### src/rtl/pgdma_pkg.sv
package pgdma_pkg;

    localparam int WORD_W = 32;

    localparam int FL_EN  = 0;
    localparam int FL_M2D = 1;
    localparam int FL_TC  = 8;
    localparam int FL_MEM = 9;
    localparam int FL_ADR = 10;

    localparam logic [WORD_W-1:0] FLAG_KEEP = 32'h0000_0703;
    localparam logic [WORD_W-1:0] FLAG_CLR  = 32'h0000_0700;
    localparam logic [WORD_W-1:0] ENTRY_MSK = 32'h7FFF_FFFF;
    localparam int ENTRY_SHIFT = 3;

    typedef struct packed {
        logic [WORD_W-1:0] flags;
        logic [WORD_W-1:0] count;
        logic [WORD_W-1:0] laddr;
    } chan_t;

    typedef enum logic [1:0] {
        ST_IDLE,
        ST_CHECK,
        ST_WALK,
        ST_FETCH
    } seq_state_t;

endpackage

### src/rtl/pgdma_regs.sv
module pgdma_regs
    import pgdma_pkg::*;
#(
    parameter int NCH  = 4,
    parameter int RA_W = 5,
    parameter int CH_W = 2
) (
    input  logic                 clk,
    input  logic                 rst_n,
    input  logic                 bus_wr,
    input  logic [RA_W-1:0]      bus_addr,
    input  logic [WORD_W-1:0]    bus_wdata,
    output logic [WORD_W-1:0]    bus_rdata,
    input  logic                 upd_valid,
    input  logic [CH_W-1:0]      upd_chan,
    input  chan_t                upd_rec,
    output logic [WORD_W-1:0]    tbl_base,
    output logic [WORD_W-1:0]    tbl_limit,
    output chan_t [NCH-1:0]      chans
);

    typedef struct packed {
        logic [WORD_W-1:0] base;
        logic [WORD_W-1:0] limit;
        chan_t [NCH-1:0]   ch;
    } rf_t;

    rf_t rf_d, rf_q;
    logic [RA_W-1:0] slot;

    assign slot = bus_addr >> 2;

    always_comb begin
        rf_d = rf_q;
        bus_rdata = '0;
        if (bus_addr == RA_W'(0)) bus_rdata = rf_q.base;
        if (bus_addr == RA_W'(1)) bus_rdata = rf_q.limit;
        for (int c = 0; c < NCH; c++) begin
            if (32'(slot) == c + 1) begin
                case (bus_addr[1:0])
                    2'd0:    bus_rdata = rf_q.ch[c].flags;
                    2'd1:    bus_rdata = rf_q.ch[c].count;
                    2'd2:    bus_rdata = rf_q.ch[c].laddr;
                    default: bus_rdata = '0;
                endcase
            end
        end
        if (bus_wr) begin
            if (bus_addr == RA_W'(0)) rf_d.base  = bus_wdata;
            if (bus_addr == RA_W'(1)) rf_d.limit = bus_wdata;
            for (int c = 0; c < NCH; c++) begin
                if (32'(slot) == c + 1) begin
                    case (bus_addr[1:0])
                        2'd0:    rf_d.ch[c].flags = bus_wdata & FLAG_KEEP;
                        2'd1:    rf_d.ch[c].count = bus_wdata;
                        2'd2:    rf_d.ch[c].laddr = bus_wdata;
                        default: ;
                    endcase
                end
            end
        end
        // sequencer write-back wins over a bus write to the same channel
        if (upd_valid) begin
            rf_d.ch[upd_chan]       = upd_rec;
            rf_d.ch[upd_chan].flags = upd_rec.flags & FLAG_KEEP;
        end
    end

    always_ff @(posedge clk or negedge rst_n) begin
        if (!rst_n) rf_q <= '0;
        else        rf_q <= rf_d;
    end

    assign tbl_base  = rf_q.base;
    assign tbl_limit = rf_q.limit;
    assign chans     = rf_q.ch;

endmodule

### src/rtl/pgdma_seq.sv
module pgdma_seq
    import pgdma_pkg::*;
#(
    parameter int NCH    = 4,
    parameter int CH_W   = 2,
    parameter int LEN_W  = 16,
    parameter int PAGE_W = 12
) (
    input  logic                 clk,
    input  logic                 rst_n,
    input  logic                 req_valid,
    input  logic [CH_W-1:0]      req_chan,
    input  logic                 req_to_dev,
    input  logic [LEN_W-1:0]     req_len,
    input  chan_t [NCH-1:0]      chans,
    input  logic [WORD_W-1:0]    tbl_base,
    input  logic [WORD_W-1:0]    tbl_limit,
    output logic                 busy,
    output logic                 mem_req,
    output logic [WORD_W-1:0]    mem_addr,
    input  logic                 mem_gnt,
    input  logic [WORD_W-1:0]    mem_rdata,
    output logic                 upd_valid,
    output logic [CH_W-1:0]      upd_chan,
    output chan_t                upd_rec,
    output logic                 seg_valid,
    output logic [WORD_W-1:0]    seg_addr,
    output logic [PAGE_W:0]      seg_len,
    output logic                 seg_to_dev
);

    localparam int SEG_W = PAGE_W + 1;
    localparam logic [SEG_W-1:0] PAGE_BYTES = SEG_W'(1) << PAGE_W;

    typedef struct packed {
        seq_state_t        st;
        logic [CH_W-1:0]   chan;
        logic              to_dev;
        logic [LEN_W-1:0]  remain;
        logic [WORD_W-1:0] laddr;
        logic [WORD_W-1:0] count;
        logic [WORD_W-1:0] flags;
        logic              seg_valid;
        logic [WORD_W-1:0] seg_addr;
        logic [SEG_W-1:0]  seg_len;
    } seq_t;

    seq_t q, d;
    chan_t cur;
    logic [WORD_W-1:0] fl;
    logic [PAGE_W-1:0] off;
    logic [SEG_W-1:0]  room;
    logic [SEG_W-1:0]  slen;
    logic [WORD_W-1:0] idx;
    logic [WORD_W-1:0] idx_lim;

    always_comb begin
        d         = q;
        d.seg_valid = 1'b0;
        upd_valid = 1'b0;
        cur       = chans[q.chan];
        fl        = cur.flags & ~FLAG_CLR;
        off       = q.laddr[PAGE_W-1:0];
        room      = PAGE_BYTES - {1'b0, off};
        if (32'(q.remain) < 32'(room)) slen = SEG_W'(q.remain);
        else                           slen = room;
        idx       = q.laddr >> PAGE_W;
        idx_lim   = tbl_limit >> ENTRY_SHIFT;
        mem_addr  = (tbl_base + (idx << ENTRY_SHIFT)) & ENTRY_MSK;

        case (q.st)
            ST_IDLE: begin
                if (req_valid) begin
                    d.st     = ST_CHECK;
                    d.chan   = req_chan;
                    d.to_dev = req_to_dev;
                    d.remain = req_len;
                end
            end
            ST_CHECK: begin
                upd_valid = 1'b1;
                d.count   = cur.count;
                d.laddr   = cur.laddr;
                if (!fl[FL_EN] || (fl[FL_M2D] != q.to_dev)) begin
                    fl[FL_MEM] = 1'b1;
                    d.st       = ST_IDLE;
                end else begin
                    if (32'(q.remain) > cur.count) d.remain = LEN_W'(cur.count);
                    d.st = ST_WALK;
                end
                d.flags = fl;
            end
            ST_WALK: begin
                if (q.remain == '0) begin
                    d.flags[FL_TC] = 1'b1;
                    upd_valid      = 1'b1;
                    d.st           = ST_IDLE;
                end else if (idx >= idx_lim) begin
                    d.flags[FL_MEM] = 1'b1;
                    upd_valid       = 1'b1;
                    d.st            = ST_IDLE;
                end else begin
                    d.st = ST_FETCH;
                end
            end
            ST_FETCH: begin
                if (mem_gnt) begin
                    d.seg_valid = 1'b1;
                    d.seg_addr  = mem_rdata + 32'(off);
                    d.seg_len   = slen;
                    d.remain    = q.remain - LEN_W'(slen);
                    d.laddr     = q.laddr + 32'(slen);
                    d.count     = q.count - 32'(slen);
                    upd_valid   = 1'b1;
                    d.st        = ST_WALK;
                end
            end
            default: d.st = ST_IDLE;
        endcase

        upd_rec.flags = d.flags;
        upd_rec.count = d.count;
        upd_rec.laddr = d.laddr;
    end

    always_ff @(posedge clk or negedge rst_n) begin
        if (!rst_n) begin
            q    <= '0;
            q.st <= ST_IDLE;
        end else begin
            q <= d;
        end
    end

    assign busy       = (q.st != ST_IDLE);
    assign mem_req    = (q.st == ST_FETCH);
    assign upd_chan   = q.chan;
    assign seg_valid  = q.seg_valid;
    assign seg_addr   = q.seg_addr;
    assign seg_len    = q.seg_len;
    assign seg_to_dev = q.to_dev;

endmodule

### src/rtl/pgdma_engine.sv
module pgdma_engine
    import pgdma_pkg::*;
#(
    parameter int NCH    = 4,
    parameter int LEN_W  = 16,
    parameter int PAGE_W = 12,
    localparam int CH_W  = (NCH > 1) ? $clog2(NCH) : 1,
    localparam int RA_W  = $clog2(4 * (NCH + 1))
) (
    input  logic                 clk,
    input  logic                 rst_n,
    input  logic                 reg_wr,
    input  logic [RA_W-1:0]      reg_addr,
    input  logic [31:0]          reg_wdata,
    output logic [31:0]          reg_rdata,
    input  logic                 req_valid,
    input  logic [CH_W-1:0]      req_chan,
    input  logic                 req_to_dev,
    input  logic [LEN_W-1:0]     req_len,
    output logic                 busy,
    output logic                 mem_req,
    output logic [31:0]          mem_addr,
    input  logic                 mem_gnt,
    input  logic [31:0]          mem_rdata,
    output logic                 seg_valid,
    output logic [31:0]          seg_addr,
    output logic [PAGE_W:0]      seg_len,
    output logic                 seg_to_dev
);

    chan_t [NCH-1:0]   chans;
    chan_t             upd_rec;
    logic              upd_valid;
    logic [CH_W-1:0]   upd_chan;
    logic [WORD_W-1:0] tbl_base;
    logic [WORD_W-1:0] tbl_limit;

    pgdma_regs #(.NCH(NCH), .RA_W(RA_W), .CH_W(CH_W)) i_regs (
        .clk       (clk),
        .rst_n     (rst_n),
        .bus_wr    (reg_wr),
        .bus_addr  (reg_addr),
        .bus_wdata (reg_wdata),
        .bus_rdata (reg_rdata),
        .upd_valid (upd_valid),
        .upd_chan  (upd_chan),
        .upd_rec   (upd_rec),
        .tbl_base  (tbl_base),
        .tbl_limit (tbl_limit),
        .chans     (chans)
    );

    pgdma_seq #(.NCH(NCH), .CH_W(CH_W), .LEN_W(LEN_W), .PAGE_W(PAGE_W)) i_seq (
        .clk        (clk),
        .rst_n      (rst_n),
        .req_valid  (req_valid),
        .req_chan   (req_chan),
        .req_to_dev (req_to_dev),
        .req_len    (req_len),
        .chans      (chans),
        .tbl_base   (tbl_base),
        .tbl_limit  (tbl_limit),
        .busy       (busy),
        .mem_req    (mem_req),
        .mem_addr   (mem_addr),
        .mem_gnt    (mem_gnt),
        .mem_rdata  (mem_rdata),
        .upd_valid  (upd_valid),
        .upd_chan   (upd_chan),
        .upd_rec    (upd_rec),
        .seg_valid  (seg_valid),
        .seg_addr   (seg_addr),
        .seg_len    (seg_len),
        .seg_to_dev (seg_to_dev)
    );

endmodule

### config.mk
export PLATFORM = sky130hd
export DESIGN_NAME = pgdma_engine
export DESIGN_NICKNAME = d
export VERILOG_FILES = /design/src/rtl/pgdma_pkg.sv /design/src/rtl/pgdma_regs.sv /design/src/rtl/pgdma_seq.sv /design/src/rtl/pgdma_engine.sv
export SDC_FILE = /design/constraint.sdc
export NUM_CORES = 2
export LEC_CHECK = 0
export ABC_CLOCK_PERIOD_IN_PS = 8850
export BUFFER_PORTS_ARGS = -buffer_cell sky130_fd_sc_hd__buf_2
export CORE_MARGIN = 1
export CORE_UTILIZATION = 55
export CTS_CLUSTER_SIZE = 30
export DETAILED_ROUTE_END_ITERATION = 16
export PLACE_DENSITY = 0.73
export SETUP_SLACK_MARGIN = 0.2
export SYNTH_ARGS = -nofsm -noshare
export SYNTH_HDL_FRONTEND = slang
export SYNTH_SLANG_ARGS = --single-unit
### constraint.sdc
create_clock -name clk -period 8.85 [get_ports clk]
set_input_delay 0 -clock clk [delete_from_list [all_inputs] [get_ports clk]]
set_output_delay 0 -clock clk [all_outputs]
set_load 0.01 [all_outputs]
==> run summary <==
Reg power frac: 0.279
Setup crit end kind: flop
Slew Viols, Final: 0
# Post-CTS Setup Buffers: 0
Routed WL: 134700 um
post-placement worst setup slack: 0.8810 ns
Initial Utilization: 0.5575
crit path time final: 7.959 ns
clock share of power: 0.179
Worst Path Max Fanout: 13
startpoint types: flop
RSZ-0062 raised after global routing: no
synthesis-to-finish area growth: 11.95%
clk root buf: clkbuf_16
status: complete, no violations
Sw Ratio: 0.4715
core area: 67280 um^2
final critical-path share of the clock period: 0.8993
layout filler cell count: 5666
Clock transition at path regs: 0.06 ns
Power Internal: 0.008495 W
vias in the first global route: 32540
worst path arrival time: 8.44 ns
initial antenna violation count: 6
EDFF count, synth: 0
Worst path slowest cell: a221oi_1
slew of the pin with the lowest slew margin: 1.342 ns
Sw Pwr: 0.007577 W
Mapped Nets: 4295
post-DP HPWL: 87690 um
Slew headroom: 0.1022
gr usage total: 0.3861
min-delay worst type: input port to flop
register area share after synthesis: 0.3896
first-pass GRT wire length: 204000 um
1st-iter DRT viols: 4045
ys async rst share: 1.000
fmax: 0.1256 GHz
Die W: 263.2 um
I/O pin count: 206
Layout Utilization: 0.6242
Synth Instances: 4094
final setup vio count: 0
CTS tree: built
final worst slack: 0.8909 ns
per-cell routed wire length: 26.45 um
Die Span Y: 263.2 um
post-route DRC violation count: 0
post-synth top area share: 0.3896
GRT overflow: 0
Crit Path Class: flop to flop
Synth cell types: 97
detailed-route via count: 33750
post-layout net count: 4365
Top Family by Delay on Critical Path: compound AO/OA/AOI/OAI gates
Syn. warnings: 0
FF+latch area: 14620 um^2
Most used DFF post-synth: dfrtp_1
final hold vios: 0
Pwr Density: 382.7 nW/um^2
TritonCTS Buffers: 67
DR vias/cell: 6.628
worst path buffer plus inverter count: 3
MaxCap Viol Count: 0
largest net degree at the start of global routing: 166
VDD IR max: 0.0002493 V
Fin Clk Skew: 0.02757 ns
Skew-Pair Late Insertion Delay: 0.63 ns
combinational power share: 0.543
clk sinks: 584
CTS max path bufs: 3
top cells by area, synth: dfrtp_1, mux2i_1, o21ai_0
critical path's most frequent cell: a21o_1
share of layout cells above drive strength 1: 0.1516
Post-Syn Area per Cell: 9.162 um^2
DRT Pass-1 Iters: 6
multi-input logic area: 20870 um^2
H-tree depth: 3
die area: 69250 um^2
antenna viol nets, final: 0
P_leak: 19.39 nW
most frequent cells in the layout: dfrtp_1, nand2_1, o21ai_0
most common cell after layout, fill and taps aside: dfrtp_1
CP max stage delay: 0.58 ns
Yosys reg bits: 584
PortBufs: 204
Setup TNS: 0 ns
area leader, netlist: dfrtp_1
routability cong.: 0.9435
Netlist Area Pre-Place: 37510 um^2
CP required: 9.33 ns
row count: 95
[registers in the layout, summed over array words and instances (netlist names)]
| name | flops |
|---|---|
| i_regs.chans | 384 |
| i_seq.q | 55 |
| i_regs.tbl_base | 32 |
| i_regs.tbl_limit | 32 |
| i_seq.seg_addr | 32 |
| i_seq.idx | 20 |
| i_seq.seg_len | 13 |
| i_seq.off | 12 |
| i_seq.upd_chan | 2 |
| i_seq.seg_to_dev | 1 |
| i_seq.seg_valid | 1 |
[power groups by stage]
stage | clock, W | sequential, W | combinational (W)
2_1_floorplan | 0 | 0.00404 | 0.00614
3_3_place_gp | 0 | 0.00446 | 0.00830
3_5_place_dp | 0 | 0.00449 | 0.00841
4_1_cts | 0.00288 | 0.00445 | 0.00852
5_1_grt | 0.00298 | 0.00457 | 0.00941
6_report | 0.00287 | 0.00448 | 0.00872
[per-stage QoR]
stage	instances	hold WS [ns]	power, W	area [um^2]
after floorplan	4094	-0.2956	0.01019	37510
after global placement	4865	0.04552	0.01276	38710
after detailed placement	4865	0.04575	0.01290	38710
after CTS	5089	0.01100	0.01584	41980
after global routing	5090	0.03930	0.01695	41990
final	5092	0.05161	0.01607	41990
[cells in the mapped netlist, types with 11 or more instances]
cell / count
a221oi_1: 22
a21oi_1: 235
xor2_1: 40
and2_1: 21
mux2_2: 132
buf_1: 40
dfrtp_1: 584
a22oi_1: 91
nor2_1: 193
o21a_1: 19
mux4_2: 66
a21o_1: 36
nand2b_1: 12
xnor2_1: 78
o21ai_0: 469
a211oi_1: 100
maj3_1: 13
nor2b_1: 87
inv_1: 151
o211ai_1: 25
a31oi_1: 11
nor3_1: 39
a21boi_0: 15
or3_1: 16
nand4_1: 19
buf_4: 51
nor4_1: 26
nand2_1: 482
o31ai_1: 16
ha_1: 105
mux2i_1: 262
o21ai_1: 16
nand3_1: 38
and3_1: 128
clkbuf_1: 271
[tightest hold or removal path, cell delays in order]
cell and delay [ns]:
buf_2 0.14, ha_1 0.24, nor2_1 0.07, o31ai_1 0.18
[cells by family (layout without fill, tap and decap cells)]
| kind of cell | count (synthesis) | in the layout | synth area share |
|---|---|---|---|
| AO/OA/AOI/OAI | 1166 | 1166 | 0.1908 |
| AND/OR/NAND/NOR | 1115 | 1115 | 0.1424 |
| buffers and inverters | 525 | 647 | 0.05847 |
| adder cells (fa/ha/maj) | 122 | 122 | 0.04039 |
| other | 1 | 4 | 0.00009997 |
| flip-flops | 584 | 584 | 0.3896 |
| XOR/XNOR | 119 | 119 | 0.02829 |
| multiplexers | 462 | 462 | 0.1499 |
[cell type report]
class                           count  share of cell area
Multi-Input combinational cell   2985              0.4970
Sequential cell                   584              0.3482
Timing Repair Buffer              373             0.06171
Clock buffer                      104             0.04830
Tap cell                          873             0.02601
Inverter                          153             0.01368
Clock inverter                     17            0.004976
Antenna cell                        3           0.0001788
[what timing repair did]
item                                    4_1_cts  5_1_grt
hold endpoints to repair                    450        0
gates resized for setup                       0        1
endpoints found under the setup margin        0        5
hold buffers                                103        0
[layer usage]
layer | vias up | track usage | share of wire
li1 | 14850 | - | -
met1 | 16350 | 0.4929 | 0.38
met2 | 2017 | 0.5979 | 0.45
met3 | 538 | 0.06791 | 0.092
met4 | 2 | 0.2700 | 0.084
met5 | - | 0 | 0.00012
[worst paths after layout]
kind	from	to	slack, ns	depth (start not counted)
min	mem_rdata[8]	i_seq.seg_addr[8]	0.05	4
max reg2reg	i_seq.off[5]	i_regs.chans[15]	0.89	27
min in group asynchronous	rst_n	i_regs.chans[35]	0.47	3
min reg2reg	i_seq.seg_len[6]	i_seq.seg_len[6]	0.47	2
max in group asynchronous	rst_n	i_regs.chans[379]	6.09	5
max	i_seq.off[5]	i_regs.chans[15]	0.89	27
(Power assumes the default switching activity.)
